`config.mk`:
```
export PLATFORM = sky130hd
export DESIGN_NAME = acc_flag_alu
export DESIGN_NICKNAME = d
export VERILOG_FILES = /design/src/rtl/alu_pkg.sv /design/src/rtl/alu_ctrl.sv /design/src/rtl/alu_dpath.sv /design/src/rtl/acc_flag_alu.sv
export SDC_FILE = /design/constraint.sdc
export NUM_CORES = 1
export LEC_CHECK = 0
export ABC_AREA = 1
export BUFFER_PORTS_ARGS = -buffer_cell sky130_fd_sc_hd__buf_4
export CAP_MARGIN = 15
export CORE_MARGIN = 1.5
export CORE_UTILIZATION = 50
export DETAILED_ROUTE_END_ITERATION = 16
export PLACE_DENSITY_LB_ADDON = 0.12
export SLEW_MARGIN = 20
export SYNTH_ARGS = -nofsm -noshare
export SYNTH_HDL_FRONTEND = slang
export SYNTH_HIERARCHICAL = 1
export SYNTH_SLANG_ARGS = --single-unit
```
`constraint.sdc`:
```
create_clock -name clk -period 0.8 [get_ports clk]
set_clock_uncertainty 0.05 [all_clocks]
set_input_delay 0.08 -clock clk [delete_from_list [all_inputs] [get_ports clk]]
set_output_delay 0.08 -clock clk [all_outputs]
set_load 0.01 [all_outputs]
```
`src/rtl/alu_pkg.sv`:
```
package alu_pkg;

  typedef enum logic [3:0] {
    OP_ADD  = 4'd0,
    OP_SUB  = 4'd1,
    OP_INC  = 4'd2,
    OP_DEC  = 4'd3,
    OP_CPL  = 4'd4,
    OP_NEG  = 4'd5,
    OP_AND  = 4'd6,
    OP_OR   = 4'd7,
    OP_XOR  = 4'd8,
    OP_INCW = 4'd9,
    OP_DECW = 4'd10
  } aluOp_e;

  // flag byte bit positions, decoded by the branch logic of the core
  localparam int FLAG_C  = 0;
  localparam int FLAG_N  = 1;
  localparam int FLAG_PV = 2;
  localparam int FLAG_H  = 4;
  localparam int FLAG_Z  = 6;
  localparam int FLAG_S  = 7;

  typedef enum logic [1:0] {X_ACC, X_OPND, X_ZERO} xSel_e;
  typedef enum logic [1:0] {Y_OPND, Y_ONE, Y_ACC, Y_NONE} ySel_e;
  typedef enum logic [1:0] {RES_ADDER, RES_LOGIC, RES_CPL, RES_ACC} resSel_e;
  typedef enum logic [1:0] {LG_AND, LG_OR, LG_XOR} logicSel_e;
  typedef enum logic [1:0] {PAIR_HOLD, PAIR_UP, PAIR_DOWN} pairStep_e;

  typedef struct packed {
    logic      load;
    xSel_e     xSel;
    ySel_e     ySel;
    logic      yInv;
    logic      carryIn;
    logic      borrowSense;
    resSel_e   resSel;
    logicSel_e logicSel;
    logic      updMain;
    logic      updCarry;
    logic      updCpl;
    logic      pvParity;
    logic      subFlag;
    logic      halfLogic;
    pairStep_e pairStep;
  } aluStrobes_t;

endpackage

```
`src/rtl/alu_ctrl.sv`:
```
module alu_ctrl
  import alu_pkg::*;
(
  input  logic        opValid,
  input  logic [3:0]  opCode,
  output aluStrobes_t strobes
);

  always_comb begin
    strobes             = '0;
    strobes.load        = opValid;
    strobes.xSel        = X_ACC;
    strobes.ySel        = Y_OPND;
    strobes.resSel      = RES_ACC;
    strobes.logicSel    = LG_AND;
    strobes.pairStep    = PAIR_HOLD;
    case (opCode)
      OP_ADD: begin
        strobes.resSel   = RES_ADDER;
        strobes.updMain  = 1'b1;
        strobes.updCarry = 1'b1;
      end
      OP_SUB: begin
        strobes.yInv        = 1'b1;
        strobes.carryIn     = 1'b1;
        strobes.borrowSense = 1'b1;
        strobes.resSel      = RES_ADDER;
        strobes.updMain     = 1'b1;
        strobes.updCarry    = 1'b1;
        strobes.subFlag     = 1'b1;
      end
      OP_INC: begin
        strobes.xSel    = X_OPND;
        strobes.ySel    = Y_NONE;
        strobes.carryIn = 1'b1;
        strobes.resSel  = RES_ADDER;
        strobes.updMain = 1'b1;
      end
      OP_DEC: begin
        strobes.xSel        = X_OPND;
        strobes.ySel        = Y_ONE;
        strobes.yInv        = 1'b1;
        strobes.carryIn     = 1'b1;
        strobes.borrowSense = 1'b1;
        strobes.resSel      = RES_ADDER;
        strobes.updMain     = 1'b1;
        strobes.subFlag     = 1'b1;
      end
      OP_CPL: begin
        strobes.resSel = RES_CPL;
        strobes.updCpl = 1'b1;
      end
      OP_NEG: begin
        strobes.xSel        = X_ZERO;
        strobes.ySel        = Y_ACC;
        strobes.yInv        = 1'b1;
        strobes.carryIn     = 1'b1;
        strobes.borrowSense = 1'b1;
        strobes.resSel      = RES_ADDER;
        strobes.updMain     = 1'b1;
        strobes.updCarry    = 1'b1;
        strobes.subFlag     = 1'b1;
      end
      OP_AND, OP_OR, OP_XOR: begin
        strobes.resSel    = RES_LOGIC;
        strobes.logicSel  = (opCode == OP_AND) ? LG_AND :
                            (opCode == OP_OR)  ? LG_OR  : LG_XOR;
        strobes.halfLogic = (opCode == OP_AND);
        strobes.pvParity  = 1'b1;
        strobes.updMain   = 1'b1;
        strobes.updCarry  = 1'b1;
      end
      OP_INCW: strobes.pairStep = PAIR_UP;
      OP_DECW: strobes.pairStep = PAIR_DOWN;
      default: ;
    endcase
  end

endmodule

```
`src/rtl/alu_dpath.sv`:
```
module alu_dpath
  import alu_pkg::*;
#(
  parameter int DATA_W = 8,
  localparam int PAIR_W = 2 * DATA_W,
  localparam int MSB    = DATA_W - 1
) (
  input  logic              clk,
  input  logic              rstN,
  input  aluStrobes_t       strobes,
  input  logic [DATA_W-1:0] accIn,
  input  logic [DATA_W-1:0] operandIn,
  input  logic [7:0]        flagsIn,
  input  logic [PAIR_W-1:0] pairIn,
  output logic              resValid,
  output logic [DATA_W-1:0] result,
  output logic [7:0]        flagsOut,
  output logic [PAIR_W-1:0] pairOut
);

  logic [DATA_W-1:0] xVal, yRaw, yEff, logicVal, resNext;
  logic [DATA_W:0]   sumFull;
  logic [4:0]        nibSum;
  logic              ovf, parityEven;
  logic [7:0]        flagsNext;
  logic [PAIR_W-1:0] pairNext;

  always_comb begin
    case (strobes.xSel)
      X_ACC:   xVal = accIn;
      X_OPND:  xVal = operandIn;
      default: xVal = '0;
    endcase
    case (strobes.ySel)
      Y_OPND:  yRaw = operandIn;
      Y_ONE:   yRaw = DATA_W'(1);
      Y_ACC:   yRaw = accIn;
      default: yRaw = '0;
    endcase
    yEff    = strobes.yInv ? ~yRaw : yRaw;
    sumFull = {1'b0, xVal} + {1'b0, yEff} + {{DATA_W{1'b0}}, strobes.carryIn};
    nibSum  = {1'b0, xVal[3:0]} + {1'b0, yEff[3:0]} + {4'b0, strobes.carryIn};
    ovf     = (xVal[MSB] == yEff[MSB]) && (sumFull[MSB] != xVal[MSB]);
  end

  always_comb begin
    case (strobes.logicSel)
      LG_AND:  logicVal = accIn & operandIn;
      LG_OR:   logicVal = accIn | operandIn;
      default: logicVal = accIn ^ operandIn;
    endcase
    case (strobes.resSel)
      RES_ADDER: resNext = sumFull[DATA_W-1:0];
      RES_LOGIC: resNext = logicVal;
      RES_CPL:   resNext = ~accIn;
      default:   resNext = accIn;
    endcase
    parityEven = ~^resNext;
  end

  always_comb begin
    flagsNext = flagsIn;
    if (strobes.updMain) begin
      flagsNext[FLAG_S]  = resNext[MSB];
      flagsNext[FLAG_Z]  = (resNext == '0);
      flagsNext[FLAG_PV] = strobes.pvParity ? parityEven : ovf;
      flagsNext[FLAG_H]  = (strobes.resSel == RES_LOGIC) ? strobes.halfLogic
                                                         : (nibSum[4] ^ strobes.borrowSense);
      flagsNext[FLAG_N]  = strobes.subFlag;
    end
    if (strobes.updCarry)
      flagsNext[FLAG_C] = (strobes.resSel == RES_LOGIC) ? 1'b0
                                                        : (sumFull[DATA_W] ^ strobes.borrowSense);
    if (strobes.updCpl) begin
      flagsNext[FLAG_H] = 1'b1;
      flagsNext[FLAG_N] = 1'b1;
    end
  end

  always_comb begin
    case (strobes.pairStep)
      PAIR_UP:   pairNext = pairIn + PAIR_W'(1);
      PAIR_DOWN: pairNext = pairIn - PAIR_W'(1);
      default:   pairNext = pairIn;
    endcase
  end

  always_ff @(posedge clk or negedge rstN) begin
    if (!rstN) begin
      resValid <= 1'b0;
      result   <= '0;
      flagsOut <= '0;
      pairOut  <= '0;
    end else begin
      resValid <= strobes.load;
      if (strobes.load) begin
        result   <= resNext;
        flagsOut <= flagsNext;
        pairOut  <= pairNext;
      end
    end
  end

endmodule

```
`src/rtl/acc_flag_alu.sv`:
```
module acc_flag_alu
  import alu_pkg::*;
#(
  parameter int DATA_W = 8,
  localparam int PAIR_W = 2 * DATA_W
) (
  input  logic              clk,
  input  logic              rstN,
  input  logic              opValid,
  input  logic [3:0]        opCode,
  input  logic [DATA_W-1:0] accIn,
  input  logic [DATA_W-1:0] operandIn,
  input  logic [7:0]        flagsIn,
  input  logic [PAIR_W-1:0] pairIn,
  output logic              resValid,
  output logic [DATA_W-1:0] result,
  output logic [7:0]        flagsOut,
  output logic [PAIR_W-1:0] pairOut
);

  aluStrobes_t strobes;

  alu_ctrl ctrlInst (
    .opValid (opValid),
    .opCode  (opCode),
    .strobes (strobes)
  );

  alu_dpath #(.DATA_W(DATA_W)) dpathInst (
    .clk       (clk),
    .rstN      (rstN),
    .strobes   (strobes),
    .accIn     (accIn),
    .operandIn (operandIn),
    .flagsIn   (flagsIn),
    .pairIn    (pairIn),
    .resValid  (resValid),
    .result    (result),
    .flagsOut  (flagsOut),
    .pairOut   (pairOut)
  );

endmodule

```
==> results_dict.tcl, run 1 <==
set metrics [dict create \
    status "did not finish" \
    stop_stage "global routing" \
    firstError "[ERROR DPL-0038] Utilization greater than 100%, impossible to legalize" \
    syn_area_sq_mm 0.00380 \
    ys_types 39 \
    place_congestion 0.961 \
    synthArstFlopShare 1.00 \
    die_height_um 90.2 \
    yosysTopAreaCell "dfrtp_1" \
    pin_count 80 \
    ys_seq_elements 33 \
    yosysTopAreaCellShare 0.217 \
    synth_ff_type "dfrtp_1" \
    cts_sinks 33 \
    cts_root_buffer "clkbuf_8" \
    synth_fp_nets 686 \
    synth_area_leaders "dfrtp_1, nand2_1, ha_1" \
    cts-htree-levels 2 \
    start_util 0.521 \
    synth_area_per_cell_sq_um 6.40 \
    dp_hpwl_um 9450 \
    ys_warn_count 6 \
    synth-edff-count 0 \
    die_w_um 90.2 \
    worst_endpoint "dpathInst/flagsOut[2]$_DFFE_PN0P_/D" \
    grt_max_degree 44 \
    yosysMostFrequentCell "nand2_1" \
    rows 31 \
    worstEpCategory "sequential cell input" \
    syn_inst 594 \
    clock_path_buffers 2 \
    synth_seq_area_share 0.217 \
    cts_buffers 5 \
    placement.io_buffers 79 \
    synth_common_cells "nand2_1, inv_1, nor2_1" \
]
-- through the flow --
stage / cells / setup slack (ns) / area, sq um
floorplan: 594 / -2.33 / 4160
global placement: 862 / -2.49 / 5610
detailed placement: 862 / -2.62 / 5610
CTS: 904 / -2.22 / 6440
-- repair_timing --
action	CTS
gates resized for setup	132
buffers inserted	44
hold buffers	3
endpoints found under the setup margin	63
pin swaps	64
hold endpoints to repair	35
-- logic make-up after synthesis --
family	Yosys count	share of synthesized area
adder cells (fa/ha/maj)	45	0.154
AND/OR/NAND/NOR	284	0.312
XOR/XNOR	17	0.0392
AO/OA/AOI/OAI	109	0.165
flip-flops	33	0.217
buffers and inverters	106	0.113
==> inputs of run 2 (changes only) <==
--- a/config.mk
+++ b/config.mk
@@ -9,9 +9,9 @@
 export BUFFER_PORTS_ARGS = -buffer_cell sky130_fd_sc_hd__buf_4
 export CAP_MARGIN = 15
 export CORE_MARGIN = 1.5
-export CORE_UTILIZATION = 50
+export CORE_UTILIZATION = 35
 export DETAILED_ROUTE_END_ITERATION = 16
-export PLACE_DENSITY_LB_ADDON = 0.12
+export PLACE_DENSITY_LB_ADDON = 0.15
 export SLEW_MARGIN = 20
 export SYNTH_ARGS = -nofsm -noshare
 export SYNTH_HDL_FRONTEND = slang
==> run 2 against run 1 <==
The flow now finishes, with violations (setup timing). Synthesized cell count unchanged. Area after synthesis unchanged.
==> results_dict.tcl, run 2 <==
set metrics [dict create \
    die_height_um 107 \
    synth_fp_nets 686 \
    cp.required_ns 0.97 \
    hold_end "dpathInst/pairOut[1]" \
    viasPerCell 4.99 \
    pin_count 80 \
    synth_seq_area_share 0.217 \
    cts_tree "built" \
    startpoint "opCode[1]" \
    vias 4868 \
    max_stage_delay_ns 0.42 \
    cts_buffers 5 \
    timing.rr.start "dpathInst/pairOut[4]" \
    wl_met3_um 791 \
    p_per_area_mw_per_mm2 1210 \
    yosysMostFrequentCell "nand2_1" \
    synth_top_family_by_area "simple AND/OR/NAND/NOR gates" \
    route.met2.wl_um 7230 \
    cts_sinks 33 \
    synthSimpleGateAreaFrac 0.312 \
    antenna_found_initial 0 \
    top_register "dpathInst/pairOut" \
    nets 931 \
    ys_types 39 \
    tightest_slew_ns 0.445 \
    p_int_mw 5.44 \
    grt_overflow_total 0 \
    crit_buf_inv 8 \
    drc 0 \
    placed_area_sq_mm 0.00569 \
    violations "setup timing" \
    wire_per_inst_um 14.9 \
    rsz0062_at_grt "true" \
    grt_max_degree 34 \
    finalWorstSetupSlack_ns -2.30 \
    yosysTopAreaCell "dfrtp_1" \
    ys_warn_count 6 \
    synthArstFlopShare 1.00 \
    first_pass_iters 4 \
    design.core.area_sq_mm 0.0104 \
    yosysTopAreaCellShare 0.217 \
    grt_pass1_wl_um 22700 \
    whs_ns 0.0263 \
    crit_fanout 4 \
    endpoint_kind "flop" \
    synth_area_per_cell_sq_um 6.40 \
    die_w_um 107 \
    drt-total-wl_um 14600 \
    status "finished with violations" \
    worstHoldStart "pairIn[1]" \
    top_regs "dpathInst/pairOut: 16 flops, dpathInst/flagsOut: 8 flops, dpathInst/result: 8 flops" \
    period_share 3.87 \
    rows 37 \
    power_leakage_nw 3.63 \
    synthMuxAreaShare 0 \
    syn2layout_area_growth_pct 89.1 \
    power.share.combinational 0.601 \
    ys_seq_elements 33 \
    r2r-end "dpathInst/pairOut[4]" \
    reg2reg_slack_ns -0.08 \
    path_common_cell "nand2_1" \
    ir_drop_mv 0.848 \
    finalSetupViolCount 63 \
    synthAdderAreaFrac 0.154 \
    min_period_ns 3.10 \
    clock.fmax_ghz 0.323 \
    cts-htree-levels 2 \
    reg2reg_depth 3 \
    clock_path_buffers 2 \
    final_common_cell "buf_4" \
    die_area_sq_mm 0.0115 \
    track_usage 0.244 \
    antennaDiodeCount 0 \
    report.final.slew_viol_count 0 \
    multiInputGateArea_sq_mm 0.00339 \
    max_cap_violations 0 \
    post-route-util 0.690 \
    drt-met1-wl_um 6300 \
    largest_register_ffs 16 \
    final_area_sq_mm 0.00719 \
    seqPwrFrac 0.236 \
    start_util 0.365 \
    cp-start-kind "primary input" \
    switching_power_mw 3.28 \
    drive_above_1_share 0.520 \
    clk_pin_slew_ns 0.07 \
    max_slew_margin 0.703 \
    topRoutingLayerUsed "met4" \
    final-hold-violation-count 0 \
    place_congestion 0.910 \
    synth_compound_area_frac 0.165 \
    synth_area_leaders "dfrtp_1, nand2_1, ha_1" \
    dp_slack_ns -2.64 \
    first_global_vias 4853 \
    synth-edff-count 0 \
    drtIter0Drc 179 \
    ant_nets 0 \
    crit_family "simple AND/OR/NAND/NOR gates" \
    syn_area_sq_mm 0.00380 \
    dp_hpwl_um 9780 \
    synth_xor_area_frac 0.0392 \
    pwr-share-clk 0.163 \
    synth_ff_type "dfrtp_1" \
    cts_root_buffer "clkbuf_8" \
    final_cell_mix "buf_4, nand2_1, buf_6" \
    clkLatencyLatePin_ns 0.27 \
    whs_path_depth 3 \
    fill_cells 876 \
    hp-class "primary input to flop" \
    seqCellArea_sq_um 826 \
    syn_inst 594 \
    crit_type "primary input to flop" \
    placement.io_buffers 79 \
    synth_common_cells "nand2_1, inv_1, nor2_1" \
    cp_slowest_cell "fa_2" \
    crit_arrival_ns 3.26 \
    switching_share 0.376 \
    setup_tns_ns -55.45 \
]
==> run 2: cell counts after synthesis <==
Identical to the previous run, type by type.
==> run 2: cells by family (layout without fill, tap and decap cells) <==
family,count (synthesis),after routing
AND/OR/NAND/NOR,284,284
AO/OA/AOI/OAI,109,109
XOR/XNOR,17,17
flip-flops,33,33
buffers and inverters,106,352
adder cells (fa/ha/maj),45,45
==> run 2: cell type report <==
class,instances,share of cell area
clock inverters,1,0.000696
flip-flops and latches,33,0.115
multi-input cells,455,0.472
repair buffers,252,0.320
clock buffers,7,0.0134
inverters,90,0.0545
repair inverters,2,0.00174
well taps,136,0.0237
==> run 2: worst max path at each step <==
stage / depth (start not counted) / slack [ns] / endpoint
after global placement: 27 / -2.57 / dpathInst/flagsOut[2]
after global routing: 25 / -2.52 / dpathInst/flagsOut[2]
after CTS: 28 / -2.26 / dpathInst/flagsOut[2]
after floorplan: 25 / -2.33 / dpathInst/flagsOut[2]
after detailed placement: 23 / -2.64 / dpathInst/flagsOut[2]
final: 25 / -2.30 / dpathInst/flagsOut[2]
==> run 2: tightest hold or removal path: stages <==
cell,delay (ns)
buf_4,0.11
o21ai_1,0.07
nand2_1,0.06
==> run 2: per-layer routing <==
layer | global-route usage | up-vias
li1 | - | 2411
met1 | 0.324 | 2298
met2 | 0.415 | 137
met3 | 0.0432 | 22
met4 | 0.0495 | 0
met5 | 0 | -
==> run 2: power groups by stage <==
stage	logic, mW	clock network (mW)	registers (mW)
4_1_cts	4.63	1.46	2.05
5_1_grt	5.70	1.52	2.07
2_1_floorplan	1.98	0	2.13
3_3_place_gp	3.79	0	2.04
6_report	5.24	1.42	2.05
3_5_place_dp	3.85	0	2.04
==> run 2: timing repair <==
item,CTS,global route
endpoints found under the setup margin,63,65
hold endpoints to repair,36,0
gates resized for setup,147,96
hold buffers,4,0
cloned,3,0
pin swaps,62,87
buffers inserted,67,20
==> run 2: through the flow <==
step,instances,total power [mW]
finish,976,8.72
global route,976,9.29
CTS,958,8.14
detailed placement,906,5.90
global placement,906,5.83
floorplan,594,4.11
No activity file was read; power rests on OpenSTA's default activity.
==> inputs of run 3 (changes only) <==
--- a/config.mk
+++ b/config.mk
@@ -12,6 +12,7 @@
 export CORE_UTILIZATION = 35
 export DETAILED_ROUTE_END_ITERATION = 16
 export PLACE_DENSITY_LB_ADDON = 0.15
+export RECOVER_POWER = 100
 export SLEW_MARGIN = 20
 export SYNTH_ARGS = -nofsm -noshare
 export SYNTH_HDL_FRONTEND = slang
==> constraint.sdc (replaced) <==
create_clock -name clk -period 3.72 [get_ports clk]
set_clock_uncertainty 0.05 [all_clocks]
set_input_delay 0.372 -clock clk [delete_from_list [all_inputs] [get_ports clk]]
set_output_delay 0.372 -clock clk [all_outputs]
set_load 0.01 [all_outputs]
==> run 3 against run 2 <==
The run ends with capacitance limit, slew limit left. Via count is 19% lower. Worst setup slack better by 2.5 ns. Clock power is 81% lower. Largest power group unchanged.
==> results_dict.tcl, run 3 (synthesized netlist as in run 2, its figures left out) <==
set metrics [dict create \
    report.final.slew_viol_count 34 \
    stdcell_count 825 \
    max_slew_margin -0.258 \
    switching_share 0.404 \
    top_regs "dpathInst/pairOut: 16 flops, dpathInst/flagsOut: 8 flops, dpathInst/result: 8 flops" \
    viasPerCell 4.79 \
    grt_max_degree 44 \
    period_share 0.937 \
    switching_power_uw 533 \
    die_height_um 107 \
    start_util 0.365 \
    ant_nets 0 \
    final_cell_mix "nand2_1, inv_1, buf_4" \
    path_common_cell "nand2_1" \
    finalWorstSetupSlack_ns 0.236 \
    hp-class "primary input to flop" \
    wire_per_inst_um 12.8 \
    first_pass_iters 4 \
    syn2layout_area_growth_pct 21.4 \
    die_w_um 107 \
    track_usage 0.193 \
    p_per_area_mw_per_mm2 286 \
    clkLatencyLatePin_ns 0.28 \
    dp_slack_ns -0.138 \
    grt_pass1_wl_um 18100 \
    final-hold-violation-count 0 \
    ir_drop_mv 0.137 \
    post-route-util 0.443 \
    antennaDiodeCount 0 \
    power_leakage_nw 2.47 \
    nets 780 \
    pin_count 80 \
    fill_cells 1155 \
    die_area_sq_mm 0.0115 \
    cts_sinks 33 \
    final_common_cell "nand2_1" \
    cts_root_buffer "clkbuf_8" \
    rows 37 \
    dp_hpwl_um 8400 \
    finalSetupViolCount 0 \
    whs_ns 0.236 \
    min_period_ns 3.48 \
    endpoint_kind "flop" \
    antenna_found_initial 0 \
    crit_arrival_ns 3.66 \
    top_register "dpathInst/pairOut" \
    clk_pin_slew_ns 0.07 \
    crit_buf_inv 7 \
    drc 0 \
    cp_slowest_cell "fa_1" \
    grt_overflow_total 0 \
    place_inst 814 \
    largest_register_ffs 16 \
    cp.required_ns 3.90 \
    seqCellArea_sq_um 826 \
    design.core.area_sq_mm 0.0104 \
    max_cap_violations 1 \
    crit_family "adder cells" \
    clock.fmax_ghz 0.287 \
    seqPwrFrac 0.326 \
    drive_above_1_share 0.149 \
    vias 3955 \
    pwr-share-clk 0.208 \
    tightest_slew_ns 1.89 \
    drt-total-wl_um 10600 \
    cp-start-kind "primary input" \
    placement.io_buffers 79 \
    violations "capacitance limit, slew limit" \
    status "finished with violations" \
    clock_path_buffers 2 \
    p_int_uw 787 \
    cts_buffers 5 \
    multiInputGateArea_sq_mm 0.00256 \
    first_global_vias 3955 \
    power.share.combinational 0.466 \
    max_stage_delay_ns 0.38 \
    drtIter0Drc 137 \
    crit_fanout 5 \
    crit_type "primary input to flop" \
    cts_tree "built" \
    place_congestion 0.902 \
    cts-htree-levels 2 \
]
run 3: power by group through the flow:
stage | Combinational (mW) | Clock, mW | Sequential (mW)
2_1_floorplan | 0.377 | 0 | 0.459
3_3_place_gp | 0.635 | 0 | 0.439
3_5_place_dp | 0.645 | 0 | 0.439
4_1_cts | 0.648 | 0.293 | 0.433
5_1_grt | 0.701 | 0.299 | 0.438
6_report | 0.615 | 0.275 | 0.431
run 3: area by class of cell:
type | instances | area share
clock buffer | 5 | 0.0149
clock inverter | 3 | 0.00380
inverter | 90 | 0.0732
multi-input combinational | 455 | 0.555
sequential | 33 | 0.179
tap | 136 | 0.0369
timing repair buffer | 103 | 0.137
run 3: metrics by stage:
stage                     cell area (sq um)  setup TNS (ns)  power, mW
final                                  4610               0       1.32
after global routing                   4610        -0.00868       1.44
after CTS                              4730               0       1.37
after detailed placement               4630          -0.138       1.08
after global placement                 4630         -0.0267       1.07
after floorplan                        3800               0      0.836
run 3: what timing repair did:
item	in CTS	in global routing
setup endpoints to repair	0	1
buffers inserted	0	2
hold endpoints to repair	33	0
hold buffers	1	0
resized for setup	0	7
run 3: path summary, 6_finish.rpt:
| check | startpoint | end | slack [ns] | depth (start not counted) |
|---|---|---|---|---|
| setup / recovery | opCode[3] | dpathInst/flagsOut[2] | 0.24 | 27 |
| hold / removal | flagsIn[3] | dpathInst/flagsOut[3] | 0.24 | 3 |
| setup reg to reg | dpathInst/pairOut[0] | dpathInst/pairOut[0] | 3.00 | 2 |
| hold reg to reg | dpathInst/flagsOut[5] | dpathInst/flagsOut[5] | 0.43 | 2 |
| max in group asynchronous | rstN | dpathInst/pairOut[6] | 1.44 | 2 |
| min in group asynchronous | rstN | dpathInst/result[3] | 1.09 | 2 |
run 3: worst register-to-register path: cells and delay by family, from the launching register on:
| family | cells | cell delay [ns] |
|---|---|---|
| flip-flops | 1 | 0.38 |
| AND/OR/NAND/NOR | 1 | 0.08 |
| AO/OA/AOI/OAI | 1 | 0.05 |
run 3: metal layers:
metal / wire, um / vias to the layer above / GRT usage / part of all wire
li1: - / 2099 / - / -
met1: 4820 / 1775 / 0.234 / 0.46
met2: 5260 / 70 / 0.363 / 0.50
met3: 314 / 11 / 0.0201 / 0.030
met4: 174 / 0 / 0.0429 / 0.016
met5: 0 / - / 0 / 0
==> inputs of run 4 (changes only) <==
==> constraint.sdc (replaced) <==
create_clock -name clk -period 3.72 [get_ports clk]
set_clock_uncertainty 0.05 [all_clocks]
set_input_delay 0.558 -clock clk [delete_from_list [all_inputs] [get_ports clk]]
set_output_delay 0.558 -clock clk [all_outputs]
set_load 0.01 [all_outputs]
==> run 4 against run 3 <==
The run still ends with capacitance limit, slew limit left. Sequential power hardly changed. Die area did not move. Wire length up 2.5%. Critical path type unchanged. Utilization is 1.4 points higher. Combinational power grew 7.6%. Clock power increased by 3%. Largest power group unchanged. Critical path depth is the same. Sequential cell count stayed put. Via count up 2.8%. Cell area is 3.1% higher.
==> results_dict.tcl, run 4 (synthesized netlist as in run 2, its figures left out) <==
set metrics [dict create \
    status "finished with violations" \
    violations "capacitance limit, slew limit" \
    viasPerCell 4.83 \
    place_inst 833 \
    crit_fanout 5 \
    report.final.slew_viol_count 34 \
    hold_end "dpathInst/flagsOut[3]" \
    cp_slowest_cell "or3_4" \
    period_share 0.949 \
    rsz0062_at_grt "false" \
    path_common_cell "nand2_1" \
    grt_pass1_wl_um 18100 \
    drt-total-wl_um 10800 \
    final_cell_mix "nand2_1, inv_1, buf_4" \
    ant_nets 0 \
    placement.io_buffers 79 \
    place_congestion 0.908 \
    cp-start-kind "primary input" \
    start_util 0.365 \
    cts_tree "built" \
    max_stage_delay_ns 0.38 \
    r2r-end "dpathInst/pairOut[0]" \
    worstHoldStart "flagsIn[3]" \
    startpoint "opCode[3]" \
    cts_buffers 5 \
    antenna_found_initial 0 \
    power_mw 1.38 \
    max_slew_margin -0.270 \
    max_cap_violations 1 \
    die_height_um 107 \
    cts_sinks 33 \
    dp_hpwl_um 8680 \
    drive_above_1_share 0.177 \
    track_usage 0.194 \
    largest_register_ffs 16 \
    die_w_um 107 \
    tightest_slew_ns 1.90 \
    min_period_ns 3.53 \
    antennaDiodeCount 0 \
    top_register "dpathInst/pairOut" \
    clk_pin_slew_ns 0.08 \
    p_per_area_mw_per_mm2 289 \
    grt_overflow_total 0 \
    syn2layout_area_growth_pct 25.1 \
    rows 37 \
    crit_type "primary input to flop" \
    top_regs "dpathInst/pairOut: 16 flops, dpathInst/flagsOut: 8 flops, dpathInst/result: 8 flops" \
    cp.required_ns 3.86 \
    endpoint_kind "flop" \
    wire_per_inst_um 12.9 \
    nets 797 \
    grt_max_degree 44 \
    cts_root_buffer "clkbuf_8" \
    finalSetupViolCount 0 \
    vias 4064 \
    ctsHoldBuffers 0 \
    clock_path_buffers 2 \
    power_leakage_nw 2.56 \
    clkLatencyLatePin_ns 0.28 \
    final-hold-violation-count 0 \
    crit_arrival_ns 3.67 \
    stdcell_count 842 \
    reg2reg_depth 2 \
    whs_path_depth 3 \
    reg2reg_slack_ns 2.99 \
    ir_drop_mv 0.128 \
    first_pass_iters 6 \
    design.core.area_sq_mm 0.0104 \
    clock.fmax_ghz 0.283 \
    hp-class "primary input to flop" \
    drc 0 \
    pin_count 80 \
    timing.rr.start "dpathInst/pairOut[0]" \
    drtIter0Drc 118 \
    cts-htree-levels 2 \
    first_global_vias 3966 \
    final_common_cell "nand2_1" \
    die_area_sq_mm 0.0115 \
]
run 4: worst max path at each step:
stage	endpoint	slack [ns]
final	dpathInst/flagsOut[2]	0.19
after global routing	dpathInst/flagsOut[2]	0.01
after CTS	dpathInst/flagsOut[2]	0.14
after detailed placement	dpathInst/flagsOut[2]	-0.16
after global placement	dpathInst/flagsOut[2]	-0.07
after floorplan	dpathInst/flagsOut[2]	0.04
run 4: metrics by stage:
stage / util / area (sq um) / setup TNS, ns / setup slack [ns] / hold WS (ns)
after detailed placement: 0.459 / 4780 / -0.159 / -0.159 / 0.409
after global placement: 0.459 / 4780 / -0.0695 / -0.0695 / 0.407
after floorplan: - / 3810 / 0 / 0.0427 / 0.212
final: 0.457 / 4760 / 0 / 0.190 / 0.416
after global routing: 0.457 / 4760 / 0 / 0.0146 / 0.412
after CTS: 0.467 / 4870 / 0 / 0.136 / 0.176
run 4: report_power, final:
part,internal (mW),switching (mW)
Combinational,0.288,0.374
Sequential,0.405,0.0253
Clock,0.129,0.153
Total,0.823,0.552
run 4: layout make-up:
class / instances / area [sq um]
tap: 136 / 170
multi-input combinational: 455 / 2580
sequential: 33 / 826
fill: 1125 / 5660
timing repair buffer: 120 / 758
clock buffer: 5 / 68.8
inverter: 90 / 338
clock inverter: 3 / 17.5
run 4: timing repair:
| action | in CTS | in global routing |
|---|---|---|
| gates resized for setup | 0 | 6 |
| setup buffers | 0 | 1 |
| setup endpoints to repair | 0 | 1 |
run 4: worst max-delay path, delay by kind of cell:
kind	cells	cell delay, ns
fa+ha+maj	3	0.95
simple gates	10	0.91
buf+inv	7	0.53
xor+xnor	3	0.42
compound gates	4	0.31
run 4: metal layers:
| layer | up-vias | global-route usage | wire [um] |
|---|---|---|---|
| met5 | - | 0 | 0 |
| met4 | 0 | 0.0371 | 90 |
| met3 | 8 | 0.0243 | 367 |
| met2 | 76 | 0.367 | 5490 |
| met1 | 1849 | 0.234 | 4890 |
| li1 | 2131 | - | - |
